**src/rtl/adc_seq_pkg.sv**
```systemverilog
package adc_seq_pkg;

    typedef enum logic [2:0] {
        ST_IDLE   = 3'd0,
        ST_NSAMP  = 3'd1,
        ST_XSAMP  = 3'd2,
        ST_SETTLE = 3'd3,
        ST_CONV   = 3'd4
    } seq_state_e;

    // bit positions of the synchronised control lines
    localparam int unsigned LN_CS    = 0;
    localparam int unsigned LN_START = 1;
    localparam int unsigned LN_IO    = 2;
    localparam int unsigned LN_COUNT = 3;

endpackage

```
**src/rtl/adc_seq_sync.sv**
```systemverilog
module adc_seq_sync #(
    parameter int unsigned       W       = 3,
    parameter logic [W-1:0]      RST_VAL = '0
) (
    input  logic         clk,
    input  logic         rst_n,
    input  logic [W-1:0] async_i,
    output logic [W-1:0] lvl_o,
    output logic [W-1:0] prev_o
);

    for (genvar g = 0; g < W; g++) begin : g_line
        logic meta_q, lvl_q, prev_q;

        always_ff @(posedge clk or negedge rst_n) begin
            if (!rst_n) begin
                meta_q <= RST_VAL[g];
                lvl_q  <= RST_VAL[g];
                prev_q <= RST_VAL[g];
            end else begin
                meta_q <= async_i[g];
                lvl_q  <= meta_q;
                prev_q <= lvl_q;
            end
        end

        assign lvl_o[g]  = lvl_q;
        assign prev_o[g] = prev_q;
    end

endmodule

```
**src/rtl/adc_seq_fsm.sv**
```systemverilog
module adc_seq_fsm
    import adc_seq_pkg::*;
#(
    parameter int unsigned AW          = 3,
    parameter int unsigned CONV_CYCLES = 10,
    parameter int unsigned NORM_EDGES  = 6,
    parameter int unsigned SETTLE_CYC  = 2
) (
    input  logic                clk,
    input  logic                rst_n,
    input  logic [LN_COUNT-1:0] lvl,
    input  logic [LN_COUNT-1:0] prev,
    input  logic [AW-1:0]       mux_addr,
    output logic                sample_en,
    output logic [AW-1:0]       sample_ch,
    output logic                conv_start,
    output logic                busy,
    output logic                result_valid,
    output logic                result_discard
);

    localparam int unsigned MAXC = (CONV_CYCLES > NORM_EDGES)
                                 ? ((CONV_CYCLES > SETTLE_CYC) ? CONV_CYCLES : SETTLE_CYC)
                                 : ((NORM_EDGES > SETTLE_CYC) ? NORM_EDGES : SETTLE_CYC);
    localparam int unsigned CW = $clog2(MAXC + 1);
    localparam logic [CW-1:0] CONV_LAST   = CW'(CONV_CYCLES - 1);
    localparam logic [CW-1:0] NORM_LAST   = CW'(NORM_EDGES - 1);
    localparam logic [CW-1:0] SETTLE_LAST = CW'(SETTLE_CYC - 1);

    typedef struct packed {
        seq_state_e    st;
        logic [CW-1:0] cnt;
        logic          pend;
        logic [AW-1:0] ch;
        logic [AW-1:0] samp_ch;
        logic          valid;
        logic          conv;
        logic          disc;
    } seq_regs_t;

    seq_regs_t r_d, r_q;

    logic cs_fall, cs_rise, cs_high, st_fall, st_rise, io_rise;

    always_comb begin
        cs_high = lvl[LN_CS];
        cs_fall = prev[LN_CS] & ~lvl[LN_CS];
        cs_rise = ~prev[LN_CS] & lvl[LN_CS];
        st_fall = prev[LN_START] & ~lvl[LN_START];
        st_rise = ~prev[LN_START] & lvl[LN_START];
        io_rise = ~prev[LN_IO] & lvl[LN_IO];
    end

    always_comb begin
        r_d      = r_q;
        r_d.conv = 1'b0;
        r_d.disc = 1'b0;

        if (cs_rise) begin
            r_d.pend = 1'b0;
        end
        if (cs_fall) begin
            r_d.ch    = mux_addr;
            r_d.valid = 1'b0;
        end

        unique case (r_q.st)
            ST_IDLE: begin
                if (cs_fall && !r_q.pend) begin
                    r_d.st      = ST_NSAMP;
                    r_d.cnt     = '0;
                    r_d.samp_ch = r_q.ch;
                end else if (st_fall && cs_high) begin
                    r_d.st      = ST_XSAMP;
                    r_d.samp_ch = r_q.ch;
                    r_d.disc    = r_q.valid;
                    r_d.valid   = 1'b0;
                end
            end
            ST_NSAMP: begin
                if (cs_rise) begin
                    r_d.st = ST_IDLE;
                end else if (io_rise) begin
                    if (r_q.cnt == NORM_LAST) begin
                        r_d.st  = ST_SETTLE;
                        r_d.cnt = '0;
                    end else begin
                        r_d.cnt = r_q.cnt + 1'b1;
                    end
                end
            end
            ST_XSAMP: begin
                if (st_rise) begin
                    r_d.st   = ST_SETTLE;
                    r_d.cnt  = '0;
                    r_d.pend = 1'b1;
                end
            end
            ST_SETTLE: begin
                if (r_q.cnt == SETTLE_LAST) begin
                    r_d.st   = ST_CONV;
                    r_d.cnt  = '0;
                    r_d.conv = 1'b1;
                end else begin
                    r_d.cnt = r_q.cnt + 1'b1;
                end
            end
            ST_CONV: begin
                if (r_q.cnt == CONV_LAST) begin
                    r_d.st    = ST_IDLE;
                    r_d.cnt   = '0;
                    r_d.valid = 1'b1;
                end else begin
                    r_d.cnt = r_q.cnt + 1'b1;
                end
            end
            default: r_d.st = ST_IDLE;
        endcase
    end

    always_ff @(posedge clk or negedge rst_n) begin
        if (!rst_n) begin
            r_q <= '{st: ST_IDLE, default: '0};
        end else begin
            r_q <= r_d;
        end
    end

    assign sample_en      = (r_q.st == ST_NSAMP) || (r_q.st == ST_XSAMP);
    assign busy           = (r_q.st == ST_CONV);
    assign sample_ch      = r_q.samp_ch;
    assign conv_start     = r_q.conv;
    assign result_valid   = r_q.valid;
    assign result_discard = r_q.disc;

endmodule

```
**src/rtl/adc_seq_ctrl.sv**
```systemverilog
module adc_seq_ctrl
    import adc_seq_pkg::*;
#(
    parameter int unsigned AW          = 3,
    parameter int unsigned CONV_CYCLES = 10,
    parameter int unsigned NORM_EDGES  = 6,
    parameter int unsigned SETTLE_CYC  = 2
) (
    input  logic          clk,
    input  logic          rst_n,
    input  logic          cs_n,
    input  logic          io_clk,
    input  logic          start_n,
    input  logic [AW-1:0] mux_addr,
    output logic          sample_en,
    output logic [AW-1:0] sample_ch,
    output logic          conv_start,
    output logic          busy,
    output logic          result_valid,
    output logic          result_discard
);

    localparam logic [LN_COUNT-1:0] IDLE_LVL = LN_COUNT'((1 << LN_CS) | (1 << LN_START));

    logic [LN_COUNT-1:0] raw, lvl, prev;

    always_comb begin
        raw           = '0;
        raw[LN_CS]    = cs_n;
        raw[LN_START] = start_n;
        raw[LN_IO]    = io_clk;
    end

    adc_seq_sync #(
        .W       (LN_COUNT),
        .RST_VAL (IDLE_LVL)
    ) i_sync (
        .clk     (clk),
        .rst_n   (rst_n),
        .async_i (raw),
        .lvl_o   (lvl),
        .prev_o  (prev)
    );

    adc_seq_fsm #(
        .AW          (AW),
        .CONV_CYCLES (CONV_CYCLES),
        .NORM_EDGES  (NORM_EDGES),
        .SETTLE_CYC  (SETTLE_CYC)
    ) i_fsm (
        .clk            (clk),
        .rst_n          (rst_n),
        .lvl            (lvl),
        .prev           (prev),
        .mux_addr       (mux_addr),
        .sample_en      (sample_en),
        .sample_ch      (sample_ch),
        .conv_start     (conv_start),
        .busy           (busy),
        .result_valid   (result_valid),
        .result_discard (result_discard)
    );

endmodule

```
**config.mk**
```make
export PLATFORM = sky130hd
export DESIGN_NAME = adc_seq_ctrl
export DESIGN_NICKNAME = d
export VERILOG_FILES = /design/src/rtl/adc_seq_pkg.sv /design/src/rtl/adc_seq_sync.sv /design/src/rtl/adc_seq_fsm.sv /design/src/rtl/adc_seq_ctrl.sv
export SDC_FILE = /design/constraint.sdc
export NUM_CORES = 1
export LEC_CHECK = 0
export ABC_CLOCK_PERIOD_IN_PS = 1500
export BUFFER_PORTS_ARGS = -buffer_cell sky130_fd_sc_hd__buf_2
export CAP_MARGIN = 20
export CELL_PAD_IN_SITES_DETAIL_PLACEMENT = 1
export CELL_PAD_IN_SITES_GLOBAL_PLACEMENT = 1
export CORE_MARGIN = 4
export CORE_UTILIZATION = 40
export DETAILED_ROUTE_END_ITERATION = 16
export GPL_TIMING_DRIVEN = 0
export PLACE_DENSITY = 0.7
export SKIP_LAST_GASP = 1
export SLEW_MARGIN = 15
export SYNTH_ARGS = -nofsm -noshare
export SYNTH_HDL_FRONTEND = slang
export SYNTH_SLANG_ARGS = --single-unit
```
**constraint.sdc**
```tcl
create_clock -name clk -period 1.5 [get_ports clk]
set_input_delay 0.075 -clock clk [delete_from_list [all_inputs] [get_ports clk]]
set_output_delay 0.075 -clock clk [all_outputs]
set_load 0.05 [all_outputs]
```
==> results of run 1 <==
[repair_timing]
action	in CTS	in global routing
gates resized for setup	11	20
buffers inserted	5	9
pin swaps	5	7
hold buffers	7	0
setup endpoints to repair	10	11
hold endpoints to repair	26	0
[logic make-up after synthesis]
family	count (synthesis)
and+or+nand+nor	42
muxes	8
AOI/OAI and AO/OA	14
xor gates and xnor gates	1
DFF	26
buffers and inverters	13
adders and majority gates	2
[cells in the mapped netlist, drive strengths merged, types with 2 or more instances]
cell type,count
mux2,7
nand2,8
inv,7
nor2,5
o211ai,2
nor3,2
nand2b,5
buf,5
nor4b,2
ha,2
or3b,2
dfrtp,20
o221ai,2
o21ai,2
dfstp,6
nor2b,2
nand3b,2
nand3,4
[worst max-delay path by stage]
stage                           startpoint  slack (ns)            end
detailed placement           i_fsm.r_q[10]       -0.29  i_fsm.r_q[13]
global placement    i_sync.g_line[1].lvl_q       -0.21  i_fsm.r_q[14]
CTS                 i_sync.g_line[1].lvl_q       -0.21  i_fsm.r_q[14]
global route        i_sync.g_line[1].lvl_q       -0.39  i_fsm.r_q[14]
finish              i_sync.g_line[1].lvl_q       -0.36  i_fsm.r_q[14]
floorplan           i_sync.g_line[1].lvl_q       -0.13  i_fsm.r_q[14]
[layout make-up]
type / count / share of cell area, %
plain buffers: 5 / 2.65
clock buffers: 4 / 1.55
inverters: 7 / 1.77
multi-input cells: 67 / 36.9
flip-flops and latches: 26 / 38.7
well taps: 31 / 2.28
repair buffers: 36 / 16.1
[stage by stage]
stage          setup TNS, ns  setup slack (ns)  instances  hold slack [ns]  utilization (%)
2_1_floorplan         -0.185            -0.131        106           -0.221                -
3_3_place_gp          -0.932            -0.208        152           0.0970             48.1
3_5_place_dp           -1.42            -0.289        152            0.105             48.1
4_1_cts                -1.01            -0.210        168            0.289             54.2
5_1_grt                -2.15            -0.392        176            0.307             60.1
6_report               -1.23            -0.357        176            0.274             60.1
[metal layers]
metal / global-route usage [%] / up-vias
met5: 0 / -
met4: 4.13 / 0
met3: 3.37 / 5
met2: 26.1 / 16
met1: 18.2 / 496
li1: - / 448
[placed cells by master (no fill, tap or decap), types with 2 or more instances in the layout]
| cell | n |
|---|---|
| nor2b_1 | 2 |
| nor2_1 | 3 |
| dfstp_2 | 6 |
| dfrtp_1 | 20 |
| dlygate4sd3_1 | 7 |
| mux2_2 | 3 |
| buf_2 | 13 |
| buf_4 | 15 |
| buf_6 | 5 |
| nand3_1 | 4 |
| or3b_4 | 2 |
| nand3b_1 | 2 |
| nand2_1 | 5 |
| nand2_4 | 2 |
| clkbuf_4 | 3 |
| mux2_4 | 3 |
| inv_1 | 6 |
| o221ai_2 | 2 |
| nand2b_1 | 5 |
| o211ai_1 | 2 |
[power groups by stage]
| stage | registers, mW | clock network [mW] | logic, mW |
|---|---|---|---|
| global placement | 0.905 | 0 | 1.08 |
| detailed placement | 0.916 | 0 | 1.10 |
| finish | 0.929 | 0.307 | 1.54 |
| floorplan | 0.903 | 0 | 0.895 |
| CTS | 0.902 | 0.312 | 1.23 |
| global route | 0.949 | 0.348 | 1.65 |
[flip-flops by register name (all words and copies together), names as in the netlist]
register              cells
i_sync.g_line.prev_q      3
i_fsm.result_discard      1
i_sync.g_line.lvl_q       3
i_fsm.sample_ch           3
i_fsm.r_q                11
i_fsm.result_valid        1
i_fsm.conv_start          1
i_sync.g_line.meta_q      3
==> impl_metrics.tcl, run 1 <==
set metrics [dict create \
    regToRegEndpoint "i_fsm.r_q[14]" \
    irDropWorstVdd_uv 882 \
    ys_seq_area_share_pct 54.3 \
    syn_area_mm2 0.00121 \
    cp.depth 4 \
    synthSimpleGateAreaFrac_pct 21.4 \
    fp-row-count 19 \
    path_buf_inv 0 \
    r2r_cells 4 \
    synth_cell_types 43 \
    p_int_mw 1.63 \
    vias_per_cell 5.48 \
    drt-met1-wl_mm 1.33 \
    setup_viol 11 \
    cp.arrival_ns 2.08 \
    antennaDiodeCount 0 \
    timing.fmax_mhz 538 \
    synth-compound-area-share_pct 8.57 \
    synth_nets 116 \
    gr-total-overflow 0 \
    drive_gt1_share_pct 49.0 \
    numCtsBuffers 3 \
    dieArea_mm2 0.00398 \
    grt_pass1_vias 1013 \
    path_clk_slew_ns 0.13 \
    power_frac_clock_pct 11.1 \
    critPathKind "reg2reg" \
    p_switching_mw 1.15 \
    start_util_pct 42.9 \
    synthFlopType "dfrtp_1" \
    drc 0 \
    crit_path_start_kind "flip-flop" \
    ant_nets 0 \
    yosys.area.top_type "dfrtp_1" \
    timing.rr.start "i_sync.g_line[1].lvl_q" \
    synth_top_family_by_area "simple AND/OR/NAND/NOR gates" \
    core_area_mm2 0.00283 \
    rsz0062_at_grt "true" \
    synthXorXnorAreaFrac_pct 0.722 \
    critPathMaxStageDelay_ns 0.56 \
    crit_path_top_delay_cell "dfstp_2" \
    wire_per_inst_um 17.3 \
    synth.area.top_cells "dfrtp_1 41%, dfstp_2 13%, mux2_2 5.6%" \
    worst-r2r-setup-slack_ns -0.36 \
    multi_input_area_um2 627 \
    clk_latency_ns 0.32 \
    seqPwrFrac_pct 33.4 \
    synth_area_per_cell_um2 11.4 \
    grt_first_pass_wirelength_mm 4.67 \
    cts-root-buf "clkbuf_4" \
    netSwitchingFraction_pct 41.3 \
    timing.final.max_slew_violations 0 \
    min_period_ns 1.86 \
    synth.mux.area_fraction_pct 7.33 \
    hp-class "in2async" \
    seqCellArea_um2 658 \
    hold_viol 0 \
    cts_sinks 26 \
    antenna_found_initial 0 \
    synth_edf_count 0 \
    combPwrFrac_pct 55.5 \
    syn_to_final_growth_pct 40.1 \
    relSlewSlack_pct 60.7 \
    grt_max_degree 27 \
    fin_crit_sh_pct 124 \
    place_area_mm2 0.00136 \
    synth-async-reset-ratio_pct 100 \
    num_vias 965 \
    hpwl_mm 1.71 \
    die_w_um 63.1 \
    port_buffers 15 \
    crit_family "flip-flops" \
    drt_iter0_drc 41 \
    clock_skew_ns 0.000585 \
    crit_path_end_kind "flip-flop" \
    design_area_mm2 0.00170 \
    syn_inst 106 \
    dr_wl_met3_um 85 \
    cp_cell_sequence "or3b_4 -> a32oi_1 -> o211ai_1 -> mux2_1" \
    grt_util_all_layers_pct 14.9 \
    fillCellCount 299 \
    netlist.area_leader.share_pct 41.3 \
    p_leak_nw 0.753 \
    first_pass_iters 4 \
    highest_layer "met4" \
    die_h_um 63.1 \
    h-tree-depth 1 \
    required_ns 1.72 \
    maxCapViolCount 0 \
    p_total_mw 2.78 \
    violations "negative setup slack" \
    status "finished, violations left" \
    setup_ws_ns -0.357 \
    synth_seq_cells 26 \
    gp_congestion 0.740 \
    cts_tree "done" \
    power-per-cell-area_mw_per_mm2 1630 \
    clockBufferDepth 2 \
    synth_fa_ha_area_share_pct 2.06 \
    critPathMaxFanout 3 \
    wl_met2_mm 1.59 \
    synth_warnings 0 \
    io_pins 16 \
    routed_wirelength_mm 3.05 \
    fin_nets 156 \
    tightestPinTransition_ns 0.589 \
]
Power figures use the tool's default switching activity.
==> inputs of run 2 (changes only) <==
SETUP_SLACK_MARGIN = 0.02   (was unset)
==> impl_metrics.tcl, run 2 (synthesis gave the netlist of run 1 again) <==
set metrics [dict create \
    cp-startpoint "i_sync.g_line[1].lvl_q" \
    wire_per_inst_um 15.5 \
    grt_pass1_vias 1015 \
    timing.fmax_mhz 578 \
    required_ns 1.71 \
    dieArea_mm2 0.00398 \
    path_clk_slew_ns 0.13 \
    regMostFlops "i_fsm.r_q" \
    ant_nets 0 \
    syn_to_final_growth_pct 34.2 \
    drive_gt1_share_pct 45.3 \
    critPathMaxFanout 2 \
    power_frac_clock_pct 11.4 \
    timing.final.max_slew_violations 0 \
    rsz0062_at_grt "true" \
    antennaDiodeCount 0 \
    power-per-cell-area_mw_per_mm2 1600 \
    crit_family "flip-flops" \
    port_buffers 15 \
    critPathMaxStageDelay_ns 0.56 \
    core_area_mm2 0.00283 \
    cp_cell_sequence "or3b_4 -> a32oi_1 -> o211ai_1 -> mux2_1" \
    largest_reg_flops 11 \
    drc 0 \
    irDropWorstVdd_uv 907 \
    layout_commonest_cell "dfrtp_1" \
    p_leak_nw 0.706 \
    clk_latency_ns 0.31 \
    fp-row-count 19 \
    num_vias 919 \
    setup_viol 10 \
    hpwl_mm 1.71 \
    gp_congestion 0.740 \
    timing.rr.start "i_sync.g_line[1].lvl_q" \
    status "finished, violations left" \
    path_buf_inv 0 \
    maxCapViolCount 0 \
    drt_iter0_drc 27 \
    die_w_um 63.1 \
    antenna_found_initial 0 \
    crit_path_end_kind "flip-flop" \
    relSlewSlack_pct 61.9 \
    design_area_mm2 0.00163 \
    start_util_pct 42.9 \
    h-tree-depth 1 \
    die_h_um 63.1 \
    fillCellCount 289 \
    clock_skew_ns 0.00275 \
    cp.arrival_ns 1.94 \
    gr-total-overflow 0 \
    cts-root-buf "clkbuf_4" \
    p_switching_mw 1.06 \
    fin_crit_sh_pct 115 \
    violations "negative setup slack" \
    io_pins 16 \
    fin_nets 150 \
    setup_ws_ns -0.231 \
    crit_path_start_kind "flip-flop" \
    first_pass_iters 3 \
    dp.cells 152 \
    hold_viol 0 \
    hp-class "in2async" \
    p_int_mw 1.55 \
    layout_common_cells "20 x dfrtp_1, 13 x buf_2, 11 x buf_4" \
    cts_sinks 26 \
    place_area_mm2 0.00136 \
    vias_per_cell 5.41 \
    min_period_ns 1.73 \
    seqPwrFrac_pct 35.1 \
    combPwrFrac_pct 53.5 \
    routed_wirelength_mm 2.64 \
    grt_util_all_layers_pct 15.0 \
    numCtsBuffers 3 \
    grt_max_degree 27 \
    post-place-ws_ns -0.289 \
    critPathKind "reg2reg" \
    grt_first_pass_wirelength_mm 4.72 \
    clockBufferDepth 2 \
    layout.cells.non_filler 170 \
    netSwitchingFraction_pct 40.6 \
    cts_tree "done" \
    tightestPinTransition_ns 0.571 \
    crit_path_top_delay_cell "dfstp_2" \
]
-- run 2: cell types whose count changed in the layout (fill, tap and decap cells not counted), sizes merged --
cell  change
buf       -6
-- run 2: area by class of cell --
| type | count | area (µm²) | share of cell area [%] |
|---|---|---|---|
| flip-flops and latches | 26 | 658 | 40.5 |
| clock buffers | 4 | 26.3 | 1.62 |
| well taps | 31 | 38.8 | 2.38 |
| inverters | 7 | 30.0 | 1.85 |
| repair buffers | 30 | 221 | 13.6 |
| multi-input cells | 67 | 611 | 37.5 |
| plain buffers | 5 | 41.3 | 2.54 |
-- run 2: through the flow --
stage	hold slack [ns]	TNS, ns	util [%]	power, mW
global placement	0.0970	-0.932	48.1	1.98
CTS	0.289	-1.05	54.8	2.47
detailed placement	0.105	-1.42	48.1	2.02
floorplan	-0.221	-0.185	-	1.80
global route	0.319	-1.77	57.5	2.78
finish	0.275	-0.910	57.5	2.61
-- run 2: path summary, 6_finish.rpt --
check / to / cells after the start / slack, ns
max: i_fsm.r_q[14] / 4 / -0.23
min: i_fsm.r_q[12] / 2 / 0.27
max reg2reg: i_fsm.r_q[14] / 4 / -0.23
min reg2reg: i_sync.g_line[0].lvl_q / 0 / 0.37
max in group asynchronous: i_sync.g_line[0].prev_q / 2 / 0.84
min in group clk: i_sync.g_line[0].lvl_q / 0 / 0.37
-- run 2: metal layers --
layer  GRT usage [%]  vias up  routed length, µm
li1                -      437                  -
met1            18.1      464               1240
met2            26.5       14               1290
met3            3.37        4                 79
met4            4.13        0                 31
met5               0        -                  0
-- run 2: power groups by stage --
| stage | logic (mW) | clock network, mW | registers [mW] |
|---|---|---|---|
| 5_1_grt | 1.50 | 0.339 | 0.941 |
| 3_5_place_dp | 1.10 | 0 | 0.916 |
| 2_1_floorplan | 0.895 | 0 | 0.903 |
| 4_1_cts | 1.25 | 0.312 | 0.901 |
| 6_report | 1.40 | 0.299 | 0.916 |
| 3_3_place_gp | 1.08 | 0 | 0.905 |
-- run 2: repair_timing --
action / in CTS / in global routing
setup endpoints to repair: 10 / 11
endpoints found under the hold margin: 26 / 0
hold buffers: 7 / 0
gates resized for setup: 14 / 12
pin swaps: 6 / 7
setup buffers: 6 / 2
==> inputs of run 3 (changes only) <==
ABC_AREA = 1   (was unset)
CORE_UTILIZATION = 38   (was 40)
RECOVER_POWER = 25   (was unset)
==> impl_metrics.tcl, run 3 <==
set metrics [dict create \
    synthTopCellsByCount "33 x nand2_1, 26 x nand3_1, 20 x dfrtp_1" \
    cp-startpoint "i_fsm.r_q[15]" \
    fillCellCount 383 \
    syn_to_final_growth_pct 38.6 \
    path_clk_slew_ns 0.16 \
    gp_congestion 0.813 \
    regMostFlops "i_fsm.r_q" \
    p_leak_nw 0.871 \
    yosys.area.top_type "dfrtp_1" \
    cp.arrival_ns 1.40 \
    start_util_pct 41.0 \
    synth_seq_cells 26 \
    ys_seq_area_share_pct 50.9 \
    synth_cell_types 24 \
    h-tree-depth 1 \
    vias_per_cell 4.86 \
    rsz0062_at_grt "true" \
    hp-class "in2async" \
    antenna_found_initial 0 \
    wire_per_inst_um 13.6 \
    antennaDiodeCount 0 \
    core_area_mm2 0.00315 \
    port_buffers 15 \
    synth_nets 161 \
    clock_skew_ns 0.0175 \
    layout_commonest_cell "nand2_1" \
    numCtsBuffers 3 \
    first_pass_iters 4 \
    synth_warnings 0 \
    ant_nets 0 \
    layout.cells.non_filler 235 \
    grt_max_degree 27 \
    synth-async-reset-ratio_pct 100 \
    clk_latency_ns 0.34 \
    required_ns 1.42 \
    timing.fmax_mhz 678 \
    dieArea_mm2 0.00440 \
    hold_viol 0 \
    crit_path_end_kind "output pin" \
    io_pins 16 \
    cts_tree "done" \
    die_h_um 66.3 \
    dp.cells 210 \
    fin_crit_sh_pct 98.3 \
    irDropWorstVdd_uv 760 \
    gr-total-overflow 0 \
    fp-row-count 20 \
    status "finished, final reports clean" \
    drt_iter0_drc 43 \
    grt_pass1_vias 1157 \
    grt_first_pass_wirelength_mm 5.24 \
    p_total_mw 3.01 \
    critPathKind "reg2out" \
    syn_inst 151 \
    timing.final.max_slew_violations 0 \
    fin_nets 202 \
    cts-root-buf "clkbuf_4" \
    maxCapViolCount 0 \
    min_period_ns 1.48 \
    setup_viol 0 \
    die_w_um 66.3 \
    synth_edf_count 0 \
    synth.area.top_cells "dfrtp_1 39%, dfstp_2 12%, nand3_1 10%" \
    place_area_mm2 0.00142 \
    tightestPinTransition_ns 0.628 \
    synth_area_per_cell_um2 8.56 \
    crit_path_start_kind "flip-flop" \
    drc 0 \
    routed_wirelength_mm 3.20 \
    grt_util_all_layers_pct 15.7 \
    relSlewSlack_pct 58.1 \
    power-per-cell-area_mw_per_mm2 1680 \
    critPathMaxFanout 5 \
    synthFlopType "dfrtp_1" \
    fin_setup_tns_ns 0 \
    design_area_mm2 0.00179 \
    drive_gt1_share_pct 42.4 \
    netlist.area_leader.share_pct 38.7 \
    timing.rr.start "i_fsm.r_q[11]" \
    syn_area_mm2 0.00129 \
    num_vias 1141 \
    yosysMostFrequentCell "nand2_1" \
    cts_sinks 26 \
    clockBufferDepth 2 \
    hpwl_mm 2.05 \
    largest_reg_flops 11 \
    layout_common_cells "31 x nand2_1, 22 x nand3_1, 16 x buf_4, 16 x dfrtp_1, 14 x inv_1" \
]
[run 3: cell types whose count changed in the layout (fill, tap and decap cells not counted), sizes merged, moves of 3 or more]
cell,change
nor2,+13
nand2b,-5
mux2,-6
nand2,+31
o21ai,+3
inv,+15
buf,+3
nand3,+23
[run 3: area by class of cell]
type                            instances  area [µm²]  area share, %
Clock inverter                          1        30.0           1.68
Sequential cell                        26         663           37.0
Timing Repair Buffer                   36         270           15.1
Inverter                               21        86.3           4.82
Buffer                                  3        22.5           1.26
Tap cell                               44        55.1           3.07
Multi-Input combinational cell        101         642           35.8
Clock buffer                            3        22.5           1.26
[run 3: routing by layer]
layer	global-route usage [%]	up-vias	share of wire, %
li1	-	555	-
met1	18.8	570	45
met2	27.4	12	51
met3	2.72	4	2.1
met4	6.60	0	1.7
met5	0	-	0
[run 3: timing repair]
item                       CTS  global route
pin swaps                    1            10
cloned                       0             0
hold endpoints to repair    26             0
resized for setup           15            23
setup endpoints to repair    4             7
hold buffers                 7             0
setup buffers                7             7
[run 3: worst paths after layout]
| kind | slack, ns | endpoint | cells after the start |
|---|---|---|---|
| max | 0.02 | sample_en | 4 |
| min | 0.26 | i_fsm.r_q[14] | 2 |
| max reg2reg | 0.07 | i_fsm.r_q[12] | 8 |
| min reg2reg | 0.37 | i_sync.g_line[1].lvl_q | 0 |
| max in group asynchronous | 0.80 | i_fsm.r_q[10] | 2 |
| min in group clk | 0.37 | i_sync.g_line[1].lvl_q | 0 |
[run 3: worst max-delay path, cell delays in order, from the launching register on]
cell     delay [ns]
dfrtp_2        0.51
nand3_4        0.12
inv_4          0.04
or2_4          0.24
buf_8          0.15
[run 3: logic make-up after synthesis]
group           synth area share, %
compound gates                 3.10
xor+xnor                       1.36
fa+ha+maj                      1.94
buf+inv                        7.84
flops                          50.9
mux                           0.871
simple gates                   34.0
[run 3: power by group]
part / switching, mW / internal (mW) / total (mW)
sequential: 0.113 / 0.832 / 0.946
clock: 0.226 / 0.270 / 0.496
combinational: 0.958 / 0.609 / 1.57
[run 3: stage by stage]
| step | hold slack [ns] | worst slack (ns) | util, % |
|---|---|---|---|
| global route | 0.302 | -0.0227 | 56.8 |
| floorplan | -0.221 | 0.170 | - |
| CTS | 0.237 | -0.00897 | 52.6 |
| detailed placement | 0.0993 | -0.0918 | 45.1 |
| global placement | 0.0959 | -0.0116 | 45.1 |
| finish | 0.258 | 0.0249 | 56.8 |
